==> config.mk <==
export PLATFORM = sky130hd
export DESIGN_NAME = snd_regbus
export DESIGN_NICKNAME = d
export VERILOG_FILES = /design/src/rtl/snd_regbus_pkg.sv /design/src/rtl/snd_voice_regs.sv /design/src/rtl/snd_filter_regs.sv /design/src/rtl/snd_bus_latch.sv /design/src/rtl/snd_read_mux.sv /design/src/rtl/snd_regbus.sv
export SDC_FILE = /design/constraint.sdc
export NUM_CORES = 1
export LEC_CHECK = 0
export ABC_AREA = 1
export BUFFER_PORTS_ARGS = -buffer_cell sky130_fd_sc_hd__buf_4
export CORE_MARGIN = 3
export CORE_UTILIZATION = 53
export DETAILED_ROUTE_END_ITERATION = 6
export PLACE_DENSITY = 0.8
export SETUP_SLACK_MARGIN = 0.05
export SYNTH_ARGS = -nofsm -noshare
export SYNTH_HDL_FRONTEND = slang
export SYNTH_SLANG_ARGS = --single-unit
==> constraint.sdc <==
create_clock -name clk -period 2.6 [get_ports clk]
set_input_delay 0.52 -clock clk [delete_from_list [all_inputs] [get_ports clk]]
set_output_delay 0.52 -clock clk [all_outputs]
set_load 0.02 [all_outputs]
==> src/rtl/snd_regbus_pkg.sv <==
// Package: shared constants and field encodings for the sound register front end.
// Assumes a 5-bit address space with three voices of seven registers each.
package snd_regbus_pkg;

    localparam int ADDR_W     = 5;
    localparam int DATA_W     = 8;
    localparam int NUM_VOICES = 3;
    localparam int VOICE_SPAN = 7;
    localparam int PITCH_W    = 16;
    localparam int PW_W       = 12;
    localparam int CUT_W      = 11;
    localparam int CUT_LO_W   = 3;

    // Offset of each field inside a voice's address window
    typedef enum logic [2:0] {
        VF_PITCH_LO = 3'd0,
        VF_PITCH_HI = 3'd1,
        VF_PW_LO    = 3'd2,
        VF_PW_HI    = 3'd3,
        VF_CTRL     = 3'd4,
        VF_ATK_DCY  = 3'd5,
        VF_SUS_REL  = 3'd6
    } vfield_e;

    // Shared filter and mixer addresses
    localparam logic [ADDR_W-1:0] A_CUT_LO    = 5'h15;
    localparam logic [ADDR_W-1:0] A_CUT_HI    = 5'h16;
    localparam logic [ADDR_W-1:0] A_RES_ROUTE = 5'h17;
    localparam logic [ADDR_W-1:0] A_MODE_VOL  = 5'h18;

    // Read-only addresses
    localparam logic [ADDR_W-1:0] A_PADDLE_X  = 5'h19;
    localparam logic [ADDR_W-1:0] A_PADDLE_Y  = 5'h1A;
    localparam logic [ADDR_W-1:0] A_OSC3      = 5'h1B;
    localparam logic [ADDR_W-1:0] A_ENV3      = 5'h1C;

    // Shared filter configuration
    typedef struct packed {
        logic [CUT_W-1:0] cutoff;
        logic [3:0]       res;
        logic [3:0]       route;
        logic             v3_mute;
        logic [2:0]       mode;
        logic [3:0]       vol;
    } flt_cfg_t;

endpackage

==> src/rtl/snd_voice_regs.sv <==
// Module: register set of one voice. It decodes its own seven-address window,
// which starts at BASE, holds pitch, pulse width, control and envelope bytes,
// and pulses a control strobe for one cycle after a control write.
// Assumes BASE + VOICE_SPAN fits in the address space.
module snd_voice_regs
    import snd_regbus_pkg::*;
#(
    parameter int BASE = 0
) (
    input  logic                clk,
    input  logic                rst_n,
    input  logic                wr_en,
    input  logic [ADDR_W-1:0]   addr,
    input  logic [DATA_W-1:0]   wdata,
    output logic [PITCH_W-1:0]  pitch,
    output logic [PW_W-1:0]     pw,
    output logic [DATA_W-1:0]   ctrl,
    output logic [DATA_W-1:0]   atk_dcy,
    output logic [DATA_W-1:0]   sus_rel,
    output logic                osc_stb,
    output logic                env_stb
);

    localparam logic [ADDR_W-1:0] BASE_A = ADDR_W'(BASE);
    localparam logic [ADDR_W-1:0] SPAN_A = ADDR_W'(VOICE_SPAN);
    localparam int PW_HI_W = PW_W - DATA_W;

    logic [ADDR_W-1:0] rel;
    logic              hit;
    vfield_e           field;
    logic              ctrl_stb_q;

    // Offset within the window; an address below BASE wraps to a large value and misses
    always_comb begin
        rel   = addr - BASE_A;
        hit   = wr_en && (rel < SPAN_A);
        field = vfield_e'(rel[2:0]);
    end

    // Field registers, updated on a write that hits this voice
    always_ff @(posedge clk) begin
        if (!rst_n) begin
            pitch   <= '0;
            pw      <= '0;
            ctrl    <= '0;
            atk_dcy <= '0;
            sus_rel <= '0;
        end else if (hit) begin
            case (field)
                VF_PITCH_LO: pitch[DATA_W-1:0]       <= wdata;
                VF_PITCH_HI: pitch[PITCH_W-1:DATA_W] <= wdata;
                VF_PW_LO:    pw[DATA_W-1:0]          <= wdata;
                VF_PW_HI:    pw[PW_W-1:DATA_W]       <= wdata[PW_HI_W-1:0];
                VF_CTRL:     ctrl                    <= wdata;
                VF_ATK_DCY:  atk_dcy                 <= wdata;
                VF_SUS_REL:  sus_rel                 <= wdata;
                default:     ;
            endcase
        end
    end

    // One-cycle control strobe, aligned with the new control byte
    always_ff @(posedge clk) begin
        if (!rst_n) ctrl_stb_q <= 1'b0;
        else        ctrl_stb_q <= hit && (field == VF_CTRL);
    end

    assign osc_stb = ctrl_stb_q;
    assign env_stb = ctrl_stb_q;

endmodule

==> src/rtl/snd_filter_regs.sv <==
// Module: shared filter and mixer settings. It decodes the four filter
// addresses and packs the fields into one configuration struct.
// Assumes the filter addresses are distinct from every voice window.
module snd_filter_regs
    import snd_regbus_pkg::*;
(
    input  logic              clk,
    input  logic              rst_n,
    input  logic              wr_en,
    input  logic [ADDR_W-1:0] addr,
    input  logic [DATA_W-1:0] wdata,
    output flt_cfg_t          cfg
);

    // Field updates for the cutoff, resonance/route and mode/volume addresses
    always_ff @(posedge clk) begin
        if (!rst_n) begin
            cfg <= '0;
        end else if (wr_en) begin
            case (addr)
                A_CUT_LO:    cfg.cutoff[CUT_LO_W-1:0]     <= wdata[CUT_LO_W-1:0];
                A_CUT_HI:    cfg.cutoff[CUT_W-1:CUT_LO_W] <= wdata;
                A_RES_ROUTE: begin
                    cfg.res   <= wdata[7:4];
                    cfg.route <= wdata[3:0];
                end
                A_MODE_VOL:  begin
                    cfg.v3_mute <= wdata[7];
                    cfg.mode    <= wdata[6:4];
                    cfg.vol     <= wdata[3:0];
                end
                default: ;
            endcase
        end
    end

endmodule

==> src/rtl/snd_bus_latch.sv <==
// Module: decaying bus latch. Each write captures the data byte and loads
// a lifetime counter. When the counter expires the byte is cleared.
// Assumes LIFE_CYCLES >= 1.
module snd_bus_latch
    import snd_regbus_pkg::*;
#(
    parameter int LIFE_CYCLES = 8192
) (
    input  logic              clk,
    input  logic              rst_n,
    input  logic              wr_en,
    input  logic [DATA_W-1:0] wdata,
    output logic [DATA_W-1:0] latch
);

    localparam int CNT_W = $clog2(LIFE_CYCLES + 1);
    localparam logic [CNT_W-1:0] LIFE_V = CNT_W'(LIFE_CYCLES);
    localparam logic [CNT_W-1:0] ONE_V  = CNT_W'(1);

    logic [CNT_W-1:0] ttl;

    // Capture on write, count down otherwise, clear on the final count
    always_ff @(posedge clk) begin
        if (!rst_n) begin
            latch <= '0;
            ttl   <= '0;
        end else if (wr_en) begin
            latch <= wdata;
            ttl   <= LIFE_V;
        end else if (ttl != '0) begin
            ttl <= ttl - ONE_V;
            if (ttl == ONE_V) latch <= '0;
        end
    end

endmodule

==> src/rtl/snd_read_mux.sv <==
// Module: combinational read-data selection. The paddle addresses read
// zero, the voice-3 readbacks come from inputs, and everything else
// reads the bus latch.
module snd_read_mux
    import snd_regbus_pkg::*;
(
    input  logic [ADDR_W-1:0] addr,
    input  logic [DATA_W-1:0] osc3_rd,
    input  logic [DATA_W-1:0] env3_rd,
    input  logic [DATA_W-1:0] latch,
    output logic [DATA_W-1:0] rdata
);

    // Address-driven source select
    always_comb begin
        case (addr)
            A_PADDLE_X, A_PADDLE_Y: rdata = '0;
            A_OSC3:                 rdata = osc3_rd;
            A_ENV3:                 rdata = env3_rd;
            default:                rdata = latch;
        endcase
    end

endmodule

==> src/rtl/snd_regbus.sv <==
// Module: top of the sound register front end. It instantiates one register
// set per voice, the shared filter settings, the decaying bus latch and the
// read multiplexer, and flattens the per-voice fields onto packed ports.
// Assumes single-cycle writes and reads that are sampled combinationally.
module snd_regbus
    import snd_regbus_pkg::*;
#(
    parameter int LIFE_CYCLES = 8192
) (
    input  logic        clk,
    input  logic        rst_n,
    input  logic        wr_en,
    input  logic [4:0]  addr,
    input  logic [7:0]  wdata,
    output logic [7:0]  rdata,
    input  logic [7:0]  osc3_rd,
    input  logic [7:0]  env3_rd,
    output logic [47:0] voice_pitch,
    output logic [35:0] voice_pw,
    output logic [23:0] voice_ctrl,
    output logic [23:0] voice_atk_dcy,
    output logic [23:0] voice_sus_rel,
    output logic [2:0]  osc_ctrl_stb,
    output logic [2:0]  env_ctrl_stb,
    output logic [10:0] flt_cutoff,
    output logic [3:0]  flt_res,
    output logic [3:0]  flt_route,
    output logic        v3_mute,
    output logic [2:0]  flt_mode,
    output logic [3:0]  master_vol
);

    flt_cfg_t          cfg;
    logic [DATA_W-1:0] latch;

    // One register set per voice, each with its own address window
    for (genvar v = 0; v < NUM_VOICES; v++) begin : g_voice
        snd_voice_regs #(
            .BASE (v * VOICE_SPAN)
        ) voice_i (
            .clk     (clk),
            .rst_n   (rst_n),
            .wr_en   (wr_en),
            .addr    (addr),
            .wdata   (wdata),
            .pitch   (voice_pitch[v*PITCH_W +: PITCH_W]),
            .pw      (voice_pw[v*PW_W +: PW_W]),
            .ctrl    (voice_ctrl[v*DATA_W +: DATA_W]),
            .atk_dcy (voice_atk_dcy[v*DATA_W +: DATA_W]),
            .sus_rel (voice_sus_rel[v*DATA_W +: DATA_W]),
            .osc_stb (osc_ctrl_stb[v]),
            .env_stb (env_ctrl_stb[v])
        );
    end

    snd_filter_regs flt_i (
        .clk   (clk),
        .rst_n (rst_n),
        .wr_en (wr_en),
        .addr  (addr),
        .wdata (wdata),
        .cfg   (cfg)
    );

    snd_bus_latch #(
        .LIFE_CYCLES (LIFE_CYCLES)
    ) latch_i (
        .clk   (clk),
        .rst_n (rst_n),
        .wr_en (wr_en),
        .wdata (wdata),
        .latch (latch)
    );

    snd_read_mux rmux_i (
        .addr    (addr),
        .osc3_rd (osc3_rd),
        .env3_rd (env3_rd),
        .latch   (latch),
        .rdata   (rdata)
    );

    // Unpack the filter struct onto the individual ports
    always_comb begin
        flt_cutoff = cfg.cutoff;
        flt_res    = cfg.res;
        flt_route  = cfg.route;
        v3_mute    = cfg.v3_mute;
        flt_mode   = cfg.mode;
        master_vol = cfg.vol;
    end

endmodule

Yosys cells after proc, flatten, opt, wreduce, memory -nomap -nowiden
Index checks and enable logic that the tools add are counted.
{ "word_totals": {"out_inout_bits": 197, "wordCells": 114, "register_bits": 208, "inputBits": 32} }
{ "op_classes": {"order_cmp": 3, "n_addsub": 3, "n_reduce_logical": 40, "n_bitwise": 1, "eq_ne": 27, "muxes": 6} }
{ "op_table": {"columns": ["cell", "count"], "rows": [
  ["$reduce_and 2->1", 26],
  ["$eq 5x5->1 const B", 8],
  ["$mux 14", 2],
  ["$eq 3x3->1 const B", 9],
  ["$mux 8", 3],
  ["$pmux 8 s3", 1],
  ["$eq 3x2->1 const B", 6],
  ["$lt 5x3->1 const B", 3],
  ["$eq 14x1->1 const B", 1],
  ["$reduce_bool 14->1", 1],
  ["$sub 14x1->14 const B", 1],
  ["$eq 3x1->1 const B", 3],
  ["$logic_not 3->1", 3],
  ["$logic_and 1x1->1", 6],
  ["$sub 5x3->5 const B", 1],
  ["$sub 5x4->5 const B", 1],
  ["$reduce_bool 2->1", 2],
  ["$reduce_or 2->1", 2],
  ["$not 1->1", 1]
]} }

Longest topological paths before layout
{ "logic_depth": {"word_depth": 4, "mapped_depth": 11, "ltp_nobuf": 10} }

Modules after synthesis
Synthesis repeated with hierarchy kept, for this count alone.
{ "hier_totals": {"cells_unflattened": 1511, "hier_area_um2": 10142.2} }
{ "by_module_without_submodules": {"columns": ["module", "cells_per_inst", "seq_area_each_um2", "area_each_um2", "n_inst"], "rows": [
  ["snd_voice_regs at g_voice[1].voice_i", 437, 1061.0, 2844.0, 1],
  ["snd_voice_regs at g_voice[2].voice_i", 362, 1061.0, 2456.1, 1],
  ["snd_voice_regs at g_voice[0].voice_i", 312, 1061.0, 2154.6, 1],
  ["snd_filter_regs", 201, 540.5, 1286.2, 1],
  ["snd_bus_latch", 157, 440.4, 1129.8, 1],
  ["snd_read_mux", 42, 0.0, 271.5, 1]
]} }

Worst setup path after synthesis
OpenSTA, ideal clock, no wires.
{ "synth_path": {"path_kind": "input -> output", "startpoint": "input port addr[1]", "endpoint": "output port rdata[0]", "path_buffers": 1, "path_slack_ns": 0.352, "required_time_ns": 2.080, "cell_stages": 8, "arrival_ns": 1.728, "cell_sequence": "inv_1 > ha_1 > clkbuf_1 > inv_1 > nand3_1 > a21oi_1 > nand2_1 > nand3_1"} }
{ "synth_between": {"elab_chain_len": 3, "elab_cells_between_ends": 6, "classes_between": "eq/ne: 4; mux: 1; reduce/logical: 1"} }
{ "synth_rtl": {"columns": ["element", "line", "text"], "rows": [
  ["start: declaration", "snd_regbus.sv:13", "input logic [4:0] addr,"],
  ["$eq 5x5->1", "snd_read_mux.sv:16", "case (addr)"],
  ["$reduce_or 2->1", "snd_read_mux.sv:16", null],
  ["$pmux 8 s3 *", "snd_read_mux.sv:16", null],
  ["end: declaration", "snd_regbus.sv:15", "output logic [7:0] rdata,"]
]} }
Every way passes the cells marked *; elsewhere a longest branch is shown, timed or not.

Worst setup path after layout
{ "layout_path": {"startpoint": "input port addr[1]", "endpoint": "output port rdata[7]"} }
Same word-level chain as after synthesis.

==> results.py <==
metrics = {
    "outcome": {
        "outcome": "finished clean",
    },
    "timing": {
        "setup_viol": 0,
        "final_max_slew_viol_count": 0,
        "final.min_clock_period_ns": 2.37,
        "fmax_mhz": 421,
        "maxSlewHeadroom_pct": 50.8,
        "finalHoldViolCount": 0,
        "tightest_slew_ns": 0.738,
        "setup_tns_ns": 0,
        "period_share_pct": 91.3,
        "setup_slack_ns": 0.226,
        "rsz0062_at_grt": "false",
        "fin_worst_skew_ns": 0.00768,
    },
    "run": {
        "drv_cap": 0,
    },
    "logic_synthesis": {
        "post_synth.cell_area_avg_um2": 7.53,
        "synth_area_um2": 8570,
        "synth_seq_cells": 208,
        "yosys.cell_types.count": 30,
        "seq_area_frac_synth_pct": 48.6,
        "ys_warn_count": 0,
        "postSynthCellCount": 1138,
        "synth_nets": 1183,
    },
    "grt": {
        "grt_max_degree": 132,
        "antenna_found_initial": 0,
        "grt_usage_pct": 27.5,
        "grt_pass1_wl_mm": 40.7,
        "gr-total-overflow": 0,
        "grt_pass1_vias": 7771,
    },
    "die": {
        "die_h_um": 133,
        "start_util_pct": 55.3,
        "rows": 45,
        "num_io_pins": 229,
        "core-area_um2": 15500,
        "die_width_um": 133,
        "die_area_um2": 17700,
    },
    "worst_setup_path": {
        "crit_path_top_delay_cell": "a21oi_2",
        "required_ns": 2.08,
        "reg2reg_depth": 6,
        "end_kind": "output pin",
        "cp_slowest_stage_delay_ns": 0.36,
        "startpoint_type": "input port",
        "critPathMaxFanout": 8,
        "crit_chain": "buf_4 > inv_1 > ha_1 > inv_1 > nand3_1 > a21oi_2 > nand2_1 > nand3_1 > buf_4",
        "cp.arrival_ns": 1.85,
        "crit_type": "input port to output pin",
    },
    "cts": {
        "tritoncts": "done",
        "clock_sinks": 208,
        "cts_buffers": 21,
        "path_clk_slew_ns": 0.06,
        "root_buffer": "clkbuf_16",
        "cts.htree.levels": 1,
        "clk_latency_ns": 0.50,
        "hold_buffers": 0,
        "clockBufferDepth": 3,
    },
    "placed_design": {
        "portBuffers": 228,
        "dp_slack_ns": 0.0468,
        "place_area_um2": 10400,
        "routabilityCongestion": 0.890,
        "place_hpwl_mm": 16.8,
    },
    "pwr": {
        "power_mw": 8.45,
        "ir_drop_uv": 447,
        "power_density_nw_per_um2": 756,
        "p_leak_nw": 4.95,
    },
    "routing": {
        "viasPerCell": 5.47,
        "vias": 8520,
        "drt_iter0_drc": 707,
        "drt-total-wl_mm": 25.6,
        "wire_per_inst_um": 16.4,
        "drc": 0,
        "dr.pass1.iters": 6,
        "drtAntennaViolNets": 0,
    },
    "cells_and_area": {
        "final_common_cell": "buf_4",
        "area_growth_syn_to_layout_pct": 30.5,
        "mostFrequentLayoutCells": "buf_4 (251), nand2_1 (227), dfxtp_1 (208)",
        "design_area_um2": 11200,
        "diodes": 0,
        "drive_above_1_share_pct": 23.3,
        "nNetsFinal": 1377,
    },
    "min_path": {
        "holdPathStages": 3,
        "hp-class": "input port to flip-flop",
    },
}
==> cell usage after synthesis <==
library cell,number,area [um^2]
xnor2_1,6,52.6
inv_2,5,18.8
buf_6,7,78.8
nor4_1,1,6.26
nand4_4,1,21.3
xor2_1,4,35.0
nand3_1,74,370
nor4_4,1,21.3
nor2_1,170,638
inv_4,1,6.26
buf_1,7,26.3
ha_1,13,163
nor3_2,1,10.0
buf_4,8,60.1
a21o_1,1,7.51
nand2_2,2,12.5
clkbuf_1,41,154
inv_1,38,143
nand2_1,227,852
a21oi_1,157,786
nor3_1,6,30.0
nor3_4,2,32.5
nor2_4,2,22.5
dfxtp_1,208,4160
buf_2,22,110
clkinv_1,4,15.0
nand4_1,60,375
nor2_2,2,12.5
o21ai_0,65,325
a21oi_2,2,17.5
==> final timing paths <==
path / start / end / slack, ns
max: addr[1] / rdata[7] / 0.23
min: wr_en / latch_i.latch[3] / 0.39
max reg2reg: latch_i.ttl[4] / latch_i.ttl[1] / 1.01
min reg2reg: g_voice[2].voice_i.sus_rel[3] / g_voice[2].voice_i.sus_rel[3] / 0.47
==> critical path, delay by kind of cell <==
family | cells | cell delay (ns)
AO/OA/AOI/OAI | 1 | 0.36
adder cells (fa/ha/maj) | 1 | 0.20
buffers and inverters | 4 | 0.47
AND/OR/NAND/NOR | 3 | 0.31
==> power breakdown <==
group	switching [mW]	leakage [nW]	internal, mW	total [mW]
Clock	1.24	0.387	2.11	3.35
Combinational	1.07	2.88	0.591	1.67
Sequential	0.107	1.68	3.33	3.44
Total	2.42	4.95	6.03	8.45
==> state kept, by name (all words and copies together), names as in the netlist <==
name and count:
g_voice.voice_i.pitch 48, g_voice.voice_i.pw 36, flt_i.cfg 27, g_voice.voice_i.atk_dcy 24
g_voice.voice_i.ctrl 24, g_voice.voice_i.sus_rel 24, latch_i.ttl 14, latch_i.latch 8
g_voice.voice_i.env_stb 3
==> kinds of logic (layout without fill, tap and decap cells) <==
| family | Yosys count | count (layout) | synth area share, % |
|---|---|---|---|
| buffers and inverters | 133 | 342 | 7.14 |
| adder cells (fa/ha/maj) | 13 | 13 | 1.90 |
| XOR/XNOR | 10 | 10 | 1.02 |
| AO/OA/AOI/OAI | 225 | 225 | 13.3 |
| AND/OR/NAND/NOR | 549 | 549 | 28.1 |
| flip-flops | 208 | 208 | 48.6 |
==> metrics by stage <==
| stage | hold slack [ns] | utilization, % | cells |
|---|---|---|---|
| after floorplan | 0.459 | - | 1138 |
| after global placement | 0.449 | 67.1 | 1520 |
| after detailed placement | 0.453 | 67.1 | 1520 |
| after CTS | 0.374 | 72.2 | 1558 |
| after global routing | 0.384 | 72.2 | 1558 |
| final | 0.390 | 72.2 | 1558 |
==> layer usage <==
layer	share of wire, %	track usage (%)	wire length [um]	vias to the layer above
met2	47	45.7	12200	358
met3	8.1	5.51	2070	43
met5	0	0	0	-
met4	2.2	7.54	560	0
li1	-	-	-	4150
met1	42	36.7	10800	3969
==> area by class of cell <==
class	count	area, um^2
fill	1269	4300
clock buffer	30	639
multi-input combinational	797	3800
clock inverter	8	146
timing repair buffer	256	1980
inverter	48	183
sequential	208	4160
tap	211	264
==> timing repair <==
item,CTS,global route
resized for setup,1,0
endpoints found under the setup margin,5,0
buffers inserted,0,0
Note: power is estimated with default switching activity, not from simulation.
